`config.mk`:
```
export PLATFORM = sky130hd
export DESIGN_NAME = irq_trig_cond
export DESIGN_NICKNAME = d
export VERILOG_FILES = /design/src/rtl/irq_trig_pkg.sv /design/src/rtl/irq_sync.sv /design/src/rtl/trig_mode_regs.sv /design/src/rtl/irq_line_cond.sv /design/src/rtl/irq_trig_cond.sv
export SDC_FILE = /design/constraint.sdc
export NUM_CORES = 1
export LEC_CHECK = 0
export BUFFER_PORTS_ARGS = -buffer_cell sky130_fd_sc_hd__buf_4
export CORE_MARGIN = 2
export CORE_UTILIZATION = 28
export CTS_CLUSTER_DIAMETER = 80
export DETAILED_ROUTE_END_ITERATION = 10
export PLACE_DENSITY_LB_ADDON = 0.2
export SLEW_MARGIN = 20
export SYNTH_ARGS = -nofsm -noshare
export SYNTH_HDL_FRONTEND = slang
export SYNTH_SLANG_ARGS = --single-unit
```
`constraint.sdc`:
```
create_clock -name clk -period 2.2 [get_ports clk]
set_clock_uncertainty 0.05 [all_clocks]
set_input_delay 0.11 -clock clk [delete_from_list [all_inputs] [get_ports clk]]
set_output_delay 0.11 -clock clk [all_outputs]
set_load 0.01 [all_outputs]
```
`src/rtl/irq_trig_pkg.sv`:
```
package irq_trig_pkg;
  localparam int unsigned BYTE_W = 8;
  localparam int unsigned IO_AW = 16;
  localparam logic [IO_AW-1:0] DEF_BASE_ADDR = 16'h04D0;

  // Select the byte lane b of a mode word.
  function automatic logic [BYTE_W-1:0] lane_of(input logic [63:0] word, input int unsigned b);
    return word[b*BYTE_W +: BYTE_W];
  endfunction
endpackage

```
`src/rtl/irq_sync.sv`:
```
module irq_sync #(
  parameter int unsigned WIDTH  = 16,
  parameter int unsigned STAGES = 2
) (
  input  logic             clk,
  input  logic             rst_n,
  input  logic [WIDTH-1:0] d_in,
  output logic [WIDTH-1:0] q_out
);
  logic [WIDTH-1:0] stage_q [STAGES];

  always_ff @(posedge clk) begin
    if (!rst_n) begin
      for (int s = 0; s < int'(STAGES); s++) stage_q[s] <= '0;
    end else begin
      stage_q[0] <= d_in;
      for (int s = 1; s < int'(STAGES); s++) stage_q[s] <= stage_q[s-1];
    end
  end

  assign q_out = stage_q[STAGES-1];
endmodule

```
`src/rtl/trig_mode_regs.sv`:
```
module trig_mode_regs
  import irq_trig_pkg::*;
#(
  parameter int unsigned      N_LINES   = 16,
  parameter logic [IO_AW-1:0] BASE_ADDR = DEF_BASE_ADDR,
  parameter logic [N_LINES-1:0] FORCE_EDGE = 16'h2107
) (
  input  logic               clk,
  input  logic               rst_n,
  input  logic [IO_AW-1:0]   io_addr,
  input  logic               io_wr,
  input  logic               io_rd,
  input  logic [BYTE_W-1:0]  io_wdata,
  output logic [BYTE_W-1:0]  io_rdata,
  output logic               io_rvalid,
  output logic [N_LINES-1:0] mode
);
  localparam int unsigned N_BYTES = N_LINES / BYTE_W;

  logic [N_LINES-1:0] mode_q;
  logic [N_BYTES-1:0] wr_hit, rd_hit;
  logic [BYTE_W-1:0]  rd_mux;
  logic [BYTE_W-1:0]  rdata_q;
  logic               rvalid_q;

  for (genvar b = 0; b < int'(N_BYTES); b++) begin : g_byte
    localparam logic [IO_AW-1:0] ADDR_B = BASE_ADDR + IO_AW'(b);
    localparam logic [BYTE_W-1:0] KEEP0 = ~FORCE_EDGE[b*BYTE_W +: BYTE_W];
    assign wr_hit[b] = io_wr && (io_addr == ADDR_B);
    assign rd_hit[b] = io_rd && (io_addr == ADDR_B);

    always_ff @(posedge clk) begin
      if (!rst_n) mode_q[b*BYTE_W +: BYTE_W] <= '0;
      else if (wr_hit[b]) mode_q[b*BYTE_W +: BYTE_W] <= io_wdata & KEEP0;
    end

    // a write elsewhere leaves this byte alone
    assert_other_byte_stable_R7: assert property (@(posedge clk) disable iff (!rst_n)
      (!wr_hit[b]) |=> $stable(mode_q[b*BYTE_W +: BYTE_W]));
  end

  always_comb begin
    rd_mux = '0;
    for (int b = 0; b < int'(N_BYTES); b++)
      if (rd_hit[b]) rd_mux = mode_q[b*BYTE_W +: BYTE_W];
  end

  always_ff @(posedge clk) begin
    if (!rst_n) begin
      rdata_q  <= '0;
      rvalid_q <= 1'b0;
    end else begin
      rdata_q  <= rd_mux;
      rvalid_q <= |rd_hit;
    end
  end

  assign mode      = mode_q;
  assign io_rdata  = rdata_q;
  assign io_rvalid = rvalid_q;

  assert_force_edge_zero_R8: assert property (@(posedge clk) disable iff (!rst_n)
    (mode_q & FORCE_EDGE) == '0);
  assert_rvalid_follows_read_R9: assert property (@(posedge clk) disable iff (!rst_n)
    (|rd_hit) |=> io_rvalid);
  assert_no_rvalid_unmapped_R9: assert property (@(posedge clk) disable iff (!rst_n)
    (!(|rd_hit)) |=> !io_rvalid);
endmodule

```
`src/rtl/irq_line_cond.sv`:
```
module irq_line_cond (
  input  logic clk,
  input  logic rst_n,
  input  logic level_mode,
  input  logic sync_in,
  input  logic ack,
  output logic req
);
  logic prev_q, pend_q, rise;

  assign rise = sync_in & ~prev_q;

  always_ff @(posedge clk) begin
    if (!rst_n) begin
      prev_q <= 1'b0;
      pend_q <= 1'b0;
    end else begin
      prev_q <= sync_in;
      if (level_mode)  pend_q <= 1'b0;
      else if (rise)   pend_q <= 1'b1;
      else if (ack)    pend_q <= 1'b0;
    end
  end

  assign req = level_mode ? ~sync_in : pend_q;

  assert_set_beats_ack_R4: assert property (@(posedge clk) disable iff (!rst_n)
    (!level_mode && rise && ack) |=> pend_q);
  assert_ack_clears_R4: assert property (@(posedge clk) disable iff (!rst_n)
    (!level_mode && !rise && ack) |=> !pend_q);
  assert_sticky_pending_R3: assert property (@(posedge clk) disable iff (!rst_n)
    (!level_mode && pend_q && !ack) |=> pend_q);
  assert_level_drops_pending_R10: assert property (@(posedge clk) disable iff (!rst_n)
    level_mode |=> !pend_q);
endmodule

```
`src/rtl/irq_trig_cond.sv`:
```
module irq_trig_cond
  import irq_trig_pkg::*;
#(
  parameter int unsigned        N_LINES    = 16,
  parameter int unsigned        SYNC_DEPTH = 2,
  parameter logic [IO_AW-1:0]   BASE_ADDR  = DEF_BASE_ADDR,
  parameter logic [N_LINES-1:0] FORCE_EDGE = 16'h2107
) (
  input  logic               clk,
  input  logic               rst_n,
  input  logic [N_LINES-1:0] raw_irq,
  input  logic [N_LINES-1:0] irq_ack,
  output logic [N_LINES-1:0] irq_req,
  input  logic [IO_AW-1:0]   io_addr,
  input  logic               io_wr,
  input  logic               io_rd,
  input  logic [BYTE_W-1:0]  io_wdata,
  output logic [BYTE_W-1:0]  io_rdata,
  output logic               io_rvalid
);
  logic [N_LINES-1:0] mode;
  logic [N_LINES-1:0] synced;

  trig_mode_regs #(
    .N_LINES(N_LINES), .BASE_ADDR(BASE_ADDR), .FORCE_EDGE(FORCE_EDGE)
  ) u_regs (
    .clk(clk), .rst_n(rst_n), .io_addr(io_addr), .io_wr(io_wr), .io_rd(io_rd),
    .io_wdata(io_wdata), .io_rdata(io_rdata), .io_rvalid(io_rvalid), .mode(mode)
  );

  irq_sync #(.WIDTH(N_LINES), .STAGES(SYNC_DEPTH)) u_sync (
    .clk(clk), .rst_n(rst_n), .d_in(raw_irq), .q_out(synced)
  );

  for (genvar n = 0; n < int'(N_LINES); n++) begin : g_line
    irq_line_cond u_line (
      .clk(clk), .rst_n(rst_n), .level_mode(mode[n]), .sync_in(synced[n]),
      .ack(irq_ack[n]), .req(irq_req[n])
    );
  end
endmodule

```
# Word-level counts from Yosys, hierarchy flattened
# Memory sizes are Yosys's and may differ from the RTL's.
# Cells that the tools add are included.
# word_totals
reg_bits	52
mem_bits_rw	32
input_bits	60
out_inout_bits	25
wordCells	171
mem_count	1
# mem_list
memory	depth	word_bits	rd	rd_ports_with_merged_regs	wr	line_no	rtl
u_sync.stage_q	2	16	2	0	2	irq_sync.sv:10	logic [WIDTH-1:0] stage_q [STAGES];
# op_classes
n_eq_ne	2
muxes	49
n_bitwise	47
n_reduce_logical	34
# ops
cell	n
two-way mux 1 bit	45
== test 16 x 11 -> 1 bit (second input constant)	2
two-way mux 16 bit	2
nonzero test 2 bit	16
inverter 1 bit	29
OR reduction 2 bit	13
bitwise AND 1 bit	16
two-way mux 8 bit	2
logical AND 1 bit	4
OR reduction 3 bit	1
OR 1 bit	2

# Depth between registers and ports, before layout
# Gate-level depths: netlist of the first run.
# logic_depth
word_depth	4
depth_mapped	5
ltp_nobuf	5

# Modules after synthesis
# From an unflattened synthesis of the first run, not the netlist that was laid out.
# unflattened
cells_unflattened	308
hier_area_um2	3150.5
# by_module_without_submodules
module	instances	cells_each	area_per_inst_um2	seq_area_each_um2
irq_line_cond	16	9	82.6	40.0
irq_sync	1	83	1016.0	640.6
trig_mode_regs	1	81	813.3	380.4

# Worst setup path after synthesis of the first run
# Ideal clock, no wire load.
# synth_path
kind	in2reg
startpoint	input port io_addr[11]
endpoint	register u_regs.mode_q[3], in the netlist u_regs.mode[3]
setup_ps	72
arrival_time_ps	1110
t_required_ps	2078
path_slack_ps	969
cell_stages	4
path_buffers	0
path_cell_list	nor4b_4 > nand4_2 > nor3b_4 > mux2i_1
# synth_between
elab_chain_len	2
# synth_lines
element	line_no	rtl
start: declaration	irq_trig_cond.sv:14	input logic [IO_AW-1:0] io_addr,
== test 16 x 11 -> 1 bit	trig_mode_regs.sv:29	assign wr_hit[b] = io_wr && (io_addr == ADDR_B);
logical AND 1 bit	trig_mode_regs.sv:29	
end signal: indexed assignment	trig_mode_regs.sv:34	else if (wr_hit[b]) mode_q[b*BYTE_W +: BYTE_W] <= io_wdata & KEEP0;
end: declaration	trig_mode_regs.sv:20	logic [N_LINES-1:0] mode_q;
# Every way passes these cells.
# A chain may end at the register's enable or synchronous reset.

# Worst setup path in the final report of the first run
# layout_path
startpoint	register u_regs.mode_q[4], in the netlist u_regs.mode[4]
endpoint	output port irq_req[4]
# layout_between
elab_chain_len	1
# layout_lines
element	line_no	rtl
two-way mux 1 bit	irq_line_cond.sv:25	assign req = level_mode ? ~sync_in : pend_q;
end: declaration	irq_trig_cond.sv:13	output logic [N_LINES-1:0] irq_req,
# Every way passes these cells.

==> results of run 1 <==
==> worst reg2reg max path, delay by kind of cell (launching register included) <==
kind	cells	cell delay, ps
flip-flops	1	410
AO/OA/AOI/OAI	2	240
==> per-stage QoR <==
stage	worst slack [ps]	power [mW]	utilization
after floorplan	969	1.70	-
after global placement	661	1.80	0.349
after detailed placement	629	1.81	0.349
after CTS	897	3.06	0.394
after global routing	814	3.14	0.394
final	941	2.99	0.394
==> cell type report <==
cell class | instances | area (µm²)
sequential | 83 | 1660
tap | 136 | 170
fill | 1004 | 6200
clock inverter | 4 | 73.8
inverter | 30 | 113
clock buffer | 12 | 145
timing repair buffer | 110 | 888
multi-input combinational | 156 | 983
==> registers in the layout (all words and copies together) (netlist names) <==
register / flops
g_line.u_line.pend_q: 16
g_line.u_line.prev_q: 16
u_regs.io_rdata: 7
u_regs.io_rvalid: 1
u_regs.mode: 11
u_sync.stage_q: 32
==> logic make-up (layout without fill, tap and decap cells) <==
| group | after synthesis | after routing | share of synthesized area |
|---|---|---|---|
| simple gates | 111 | 111 | 0.227 |
| flops | 83 | 83 | 0.569 |
| buf+inv | 56 | 156 | 0.0943 |
| compound gates | 31 | 31 | 0.0638 |
| mux | 13 | 13 | 0.0446 |
| other cells | 1 | 1 | 0.00128 |
==> cells in the final DEF, fill, tap and decap left out <==
master,count
sky130_fd_sc_hd__dfxtp_1,83
sky130_fd_sc_hd__nand2b_1,4
sky130_fd_sc_hd__clkinv_4,1
sky130_fd_sc_hd__clkbuf_1,2
sky130_fd_sc_hd__nor3_1,12
sky130_fd_sc_hd__clkinv_1,1
sky130_fd_sc_hd__and4_2,1
sky130_fd_sc_hd__and3_1,2
sky130_fd_sc_hd__nor3b_1,1
sky130_fd_sc_hd__buf_4,85
sky130_fd_sc_hd__nand2_1,15
sky130_fd_sc_hd__and4bb_2,1
sky130_fd_sc_hd__nor3b_4,1
sky130_fd_sc_hd__nor2_2,1
sky130_fd_sc_hd__dlygate4sd3_1,25
sky130_fd_sc_hd__and2_1,49
sky130_fd_sc_hd__nor4b_4,2
sky130_fd_sc_hd__a22oi_1,11
sky130_fd_sc_hd__clkbuf_8,10
sky130_fd_sc_hd__inv_1,29
sky130_fd_sc_hd__nand3_1,2
sky130_fd_sc_hd__bufinv_16,2
sky130_fd_sc_hd__o21ai_0,2
sky130_fd_sc_hd__nand3_2,1
sky130_fd_sc_hd__a21oi_1,15
sky130_fd_sc_hd__mux2i_1,13
sky130_fd_sc_hd__nor2_1,18
sky130_fd_sc_hd__o22ai_1,3
sky130_fd_sc_hd__clkinv_2,1
sky130_fd_sc_hd__conb_1,1
sky130_fd_sc_hd__nand4_2,1
==> path summary, 6_finish.rpt <==
check                               end            startpoint  slack, ps  cells past startpoint
hold reg to reg   u_sync.stage_q[0][18]  u_sync.stage_q[0][2]        390                      1
hold / removal       u_regs.io_rdata[5]            io_addr[0]         20                      2
setup / recovery             irq_req[4]        u_regs.mode[4]        940                      3
setup reg to reg         u_regs.mode[9]        u_regs.mode[9]       1450                      2
==> where the power goes <==
group,internal (mW),total [mW],switching [mW]
Clock,0.672,1.19,0.518
Sequential,1.55,1.56,0.0167
Combinational,0.151,0.239,0.0876
==> per-layer routing <==
metal	vias up	global-route usage
met1	956	0.135
met5	-	0
met4	0	0.0470
met3	11	0.0349
met2	53	0.183
li1	1116	-
==> results.txt, run 1 <==
The endpoint required time on the critical path is 2040 ps. The iteration count of the initial detailed-routing pass is 4. The highest routing layer actually used is met4.

After synthesis, the cell types taking the most area are sky130_fd_sc_hd__dfxtp_1 57%, sky130_fd_sc_hd__and2_1 10%, sky130_fd_sc_hd__mux2i_1 4.5%, sky130_fd_sc_hd__buf_4 4.4%, sky130_fd_sc_hd__inv_1 3.7%. The worst-path maximum fanout came out at 5. The detailed-routed wire length on met3 came out at 318 µm. The sum of negative setup slack came out at 0 ps. The per-cell routed wire length is 11.0 µm. The first-pass GRT wire length is 9900 µm. The H-tree was split into 3 levels. The tightest min-delay check is of the in -> reg type. The average instance in the mapped netlist occupies 9.90 µm².

Final hold analysis gives a worst-case slack of 22.9 ps. After synthesis, the most frequently instantiated cells are 83 x sky130_fd_sc_hd__dfxtp_1, 49 x sky130_fd_sc_hd__and2_1, 29 x sky130_fd_sc_hd__inv_1, 18 x sky130_fd_sc_hd__nor2_1, 17 x sky130_fd_sc_hd__buf_4. TritonCTS built the clock tree. The worst setup path is captured at an output port. The HPWL after detailed placement came out at 4040 µm. The largest net degree at the start of global routing came out at 47. The number of buffers inserted by hold repair at cts is 25.

From bottom edge to top edge, the die measures 106 µm. The total leakage power came out at 1.74 nW. In the synthesized netlist the dominant register cell turns out to be sky130_fd_sc_hd__dfxtp_1. The placed instances occupy a cell area of 3570 µm². The clock period minus final worst setup slack came out at 1260 ps. The final count of hold timing violations is 0.

Setup repair after global routing left no endpoint under its margin. The gate family responsible for the most delay along the worst path is flip-flops. The clock slew at the register clock pins of the worst setup and hold paths came out at 80 ps.

The floorplan step defined a die boundary enclosing 11300 µm². The fraction of registers with async set or reset after synthesis came out at 0. The worst path buffer plus inverter count is 1. In the post-synthesis netlist, the cell with the most instances is sky130_fd_sc_hd__dfxtp_1. In this run, synthesis inferred 0 flip-flops with an integrated enable.

The initial utilization of the core area, before any placement, comes to 0.285. The routed metal-1 wirelength is 2710 µm. The total of flip-flops plus latches after synthesis is 83.

The share of the clock period used by the worst path after layout is 0.572. The worst path arrival time came out at 1100 ps. The fraction of layout cells with a size suffix above 1 came out at 0.271. In this run the clock root is driven by a sky130_fd_sc_hd__clkbuf_8. In this run the post-CTS setup repair buffer count came out at 0. For this block, the initial DRC count from the detailed router was 56. In this run, distinct cell masters in the synthesized netlist total 27. The floorplan die width is 106 µm.

The initial antenna violation count came out at 0. The worst-case IR drop observed on VDD is 0.373 mV. The amount of wire on met2 after detailed routing is 2700 µm. The DRC violation count after routing is 0. The final-stage net count is 450. Summed over all instances, the cell type with the most area after synthesis is sky130_fd_sc_hd__dfxtp_1. The remaining global-route overflow came out at 0. The later pin in the worst-skew pair is clocked with a latency of 340 ps.

The power density of the placed cells came out at 742 nW/µm². The post-route cell area is 4040 µm². The synthesized instance count came out at 295. The run finished with clean final reports. Walking the worst path, the cells encountered are nor2_1, a21oi_1, buf_4.

Timing would allow up to 794 MHz. The number of warning messages in the yosys log is 0. The number of global-route vias before repair is 2189. The max-slew violation count came to 0.

The average via count per standard cell came out at 4.02. Gates resized during post-CTS repair numbered 0. The largest individual stage delay along the critical path comes from the cell sky130_fd_sc_hd__dfxtp_1. The congestion estimate from routability-driven global placement came to 0.672. The number of nets with antenna violations after routing is 0.

The number of buffers between clock root and the deepest sink came out at 2. The number of max-capacitance violations reported came out at 0. 0 antenna diodes ended up in the layout. The area of the core is 10200 µm². The final count of negative-setup-slack endpoints came out at 0.

The cell area after technology mapping is 2920 µm². The clock net in this run drives a total of 83 sinks. STA classifies the critical path startpoint as a flip-flop.

The number of vias in the routed layout is 2136. The area added between synthesis and finish is 38.2%. Of the synthesized area, sequential elements account for 0.569. The critical path's largest stage delay came out at 420 ps. The global-route usage over all layers came out at 0.111.

The worst setup path is of the reg -> out kind. In this run the count of I/O pins placed on the die edge is 85. The final wirelength came out at 5840 µm.

The number of placement rows is 37. The number of cells in the finished layout apart from fillers is 531. The synthesized netlist net count came out at 355. The area share of the leading cell type in the synthesized netlist is 0.569. The quantity of I/O buffers inserted on ports is 82. The number of buffers added by the clock tree synthesis step came out at 9. Once placement completed, the tool counted placed cells totaling 490.
(Power assumes the default switching activity.)
==> inputs of run 2 (changes only) <==
==> constraint.sdc (replaced) <==
create_clock -name clk -period 1.3 [get_ports clk]
set_clock_uncertainty 0.05 [all_clocks]
set_input_delay 0.065 -clock clk [delete_from_list [all_inputs] [get_ports clk]]
set_output_delay 0.065 -clock clk [all_outputs]
set_load 0.01 [all_outputs]
==> run 2 against run 1 <==
  * Sequential share of layout area decreased by 0.73 points
  * Combinational power up 81%
  * Via count down 0.23%
  * Sequential power increased by 70%
  * Setup slack got worse by 860 ps
  * Hold slack worse by 10 ps
  * Wire length fell by 0.82%
  * Final area is 2.0% higher
  * Register-to-register slack worse by 920 ps
  * Cell count grew 2.3%
  * Largest power group unchanged
==> results.txt, run 2 (synthesized netlist as in run 1, its figures left out) <==
The flow ran to the end, and the final reports show no timing, DRC or antenna violations. The iteration count of the initial detailed-routing pass came out at 4. The worst slack after detailed placement came out at -94.0 ps.

The later pin in the worst-skew pair is clocked with a latency of 340 ps. Static timing analysis puts the maximum clock frequency at 820 MHz. The launching point of the worst reg2reg path is u_sync.stage_q[0][18].

The category of the worst setup path capture point is an output port. The floorplan die width came out at 106 µm. The quantity of I/O buffers inserted on ports came out at 82.

The critical path is of the reg -> out type. After detailed routing, the average wire length per cell comes to 10.7 µm. The area after detailed placement is 3590 µm². The share of the clock period used by the worst path after layout is 0.938. The worst path arrival time is 1100 ps. The HPWL after detailed placement is 4080 µm. The total die area came out at 11300 µm². TritonCTS built the clock tree. The final wirelength came out at 5790 µm. The average via count per standard cell came out at 3.92. The power density of the placed cells is 1130 nW/µm². The post-route cell area came out at 4120 µm². The internal power summed over all cells is 3.63 mW.

The post-route worst setup slack is 80.2 ps. The clock period could shrink to 1220 ps. VDD sags by at most 0.494 mV. The max-slew violation count is 0. The tightest min-delay check is of the in -> reg type.

The clock slew at the register clock pins of the worst setup and hold paths is 80 ps. The cell family contributing the most delay on the critical path is flip-flops. The share of total power dissipated in the clock network is 0.336. u_sync.stage_q holds more flip-flops than any other register. The share of power burned in registers came out at 0.571. The number of buffers between clock root and the deepest sink came out at 2. STA classifies the critical path startpoint as a flip-flop. The final-stage net count is 463. The boundary pin count is 85. Tracing the worst setup path back leads to its startpoint at u_regs.mode[3]. The die boundary height is 106 µm. The net switching fraction of the power is 0.217. The top cell types in the final layout, fill and taps aside, are 86 x sky130_fd_sc_hd__buf_4, 80 x sky130_fd_sc_hd__dfxtp_1, 49 x sky130_fd_sc_hd__and2_1, 36 x sky130_fd_sc_hd__dlygate4sd3_1, 29 x sky130_fd_sc_hd__inv_1.

The area of the core came out at 10200 µm². The worst path buffer plus inverter count came out at 1. In this run the most critical hold path is launched from irq_ack[15].

The endpoint required time on the critical path came out at 1190 ps. The worst-path maximum fanout is 5. The remaining global-route overflow came out at 0. The number of placement rows came out at 37. The switching power came out at 1.01 mW. The slowest cell on the critical path is sky130_fd_sc_hd__dfxtp_1. The DRC violation count after routing is 0. The first global-routing pass estimated 9490 µm of wire. The critical path's largest stage delay came out at 410 ps. The number of global-route vias before repair is 2100. The register with the most flip-flops in the layout has 32 of them. The global-route usage over all layers came out at 0.109. In the final layout, the registers with the most flip-flops are u_sync.stage_q x32, g_line.u_line.pend_q x16, g_line.u_line.prev_q x16. TritonCTS created 9 clock buffers.

The initial antenna violation count is 0. The final count of hold timing violations is 0. The number of antenna diodes came out at 0. The number of max-capacitance violations reported is 0. Routability-driven placement finished with a final weighted congestion of 0.697. The signal on the critical path passes through nor2_1, a21oi_1, buf_4. The library cell used most frequently in the layout, excluding fill and tap cells, is sky130_fd_sc_hd__buf_4. For this configuration, the core starts out at a cell density of 0.285. The end-of-flow core utilization is 0.402. The final count of negative-setup-slack endpoints is 0. The largest net degree at the start of global routing is 38.

The area added between synthesis and finish came out at 41.0%. The buffer type at the clock tree root is sky130_fd_sc_hd__clkbuf_8. The total leakage power came out at 1.78 nW. The fraction of layout cells with a size suffix above 1 came out at 0.273.

The number of vias in the routed layout came out at 2131. Setup repair after global routing left no endpoint under its margin. The sink count of the clock tree is 83.

The worst hold-check slack came out at 12.6 ps. The DRC violation total after the first TritonRoute iteration came out at 47. The deepest level of the CTS H-tree is 3. In this run the remaining antenna-violating nets after routing total 0. The share of total power dissipated in combinational logic is 0.093.
-- run 2: layout make-up --
| class | count | area [µm²] |
|---|---|---|
| clock inverter | 3 | 15.0 |
| timing repair buffer | 123 | 1030 |
| multi-input combinational | 156 | 983 |
| clock buffer | 12 | 145 |
| tap | 136 | 170 |
| inverter | 30 | 113 |
| fill | 1047 | 6110 |
| sequential | 83 | 1670 |
-- run 2: what timing repair did --
item,CTS,global route
hold endpoints to repair,41,0
resized for setup,0,3
setup endpoints to repair,0,3
hold buffers,36,0
buffers inserted,0,0
-- run 2: tightest hold or removal path, stage by stage --
cell	delay (ps)
sky130_fd_sc_hd__buf_4	70
sky130_fd_sc_hd__inv_1	30
sky130_fd_sc_hd__a22oi_1	130
sky130_fd_sc_hd__nor3_1	60
-- run 2: path summary, 6_finish.rpt --
check	end	slack, ps	cells after the start
setup reg to reg	g_line[2].u_line.pend_q	530	3
hold / removal	g_line[15].u_line.pend_q	10	4
setup / recovery	irq_req[3]	80	3
hold reg to reg	u_sync.stage_q[0][18]	380	1
-- run 2: per-layer routing --
layer  wire length, µm  GRT usage  vias to the layer above
li1                  -          -                     1141
met1              2730      0.131                      931
met2              2680      0.178                       50
met3               288     0.0374                        9
met4                90     0.0423                        0
met5                 0          0                        -
-- run 2: through the flow --
step                      power [mW]  setup TNS (ps)  std cells
after global routing            4.88               0        543
after global placement          3.06            -347        492
after floorplan                 2.88               0        295
final                           4.63               0        543
after detailed placement        3.06            -567        492
after CTS                       4.73               0        543
-- run 2: power groups by stage --
stage | sequential, mW | combinational (mW) | clock, mW
global placement | 2.71 | 0.351 | 0
global route | 2.66 | 0.479 | 1.75
finish | 2.65 | 0.433 | 1.56
CTS | 2.65 | 0.442 | 1.64
floorplan | 2.70 | 0.177 | 0
detailed placement | 2.71 | 0.353 | 0
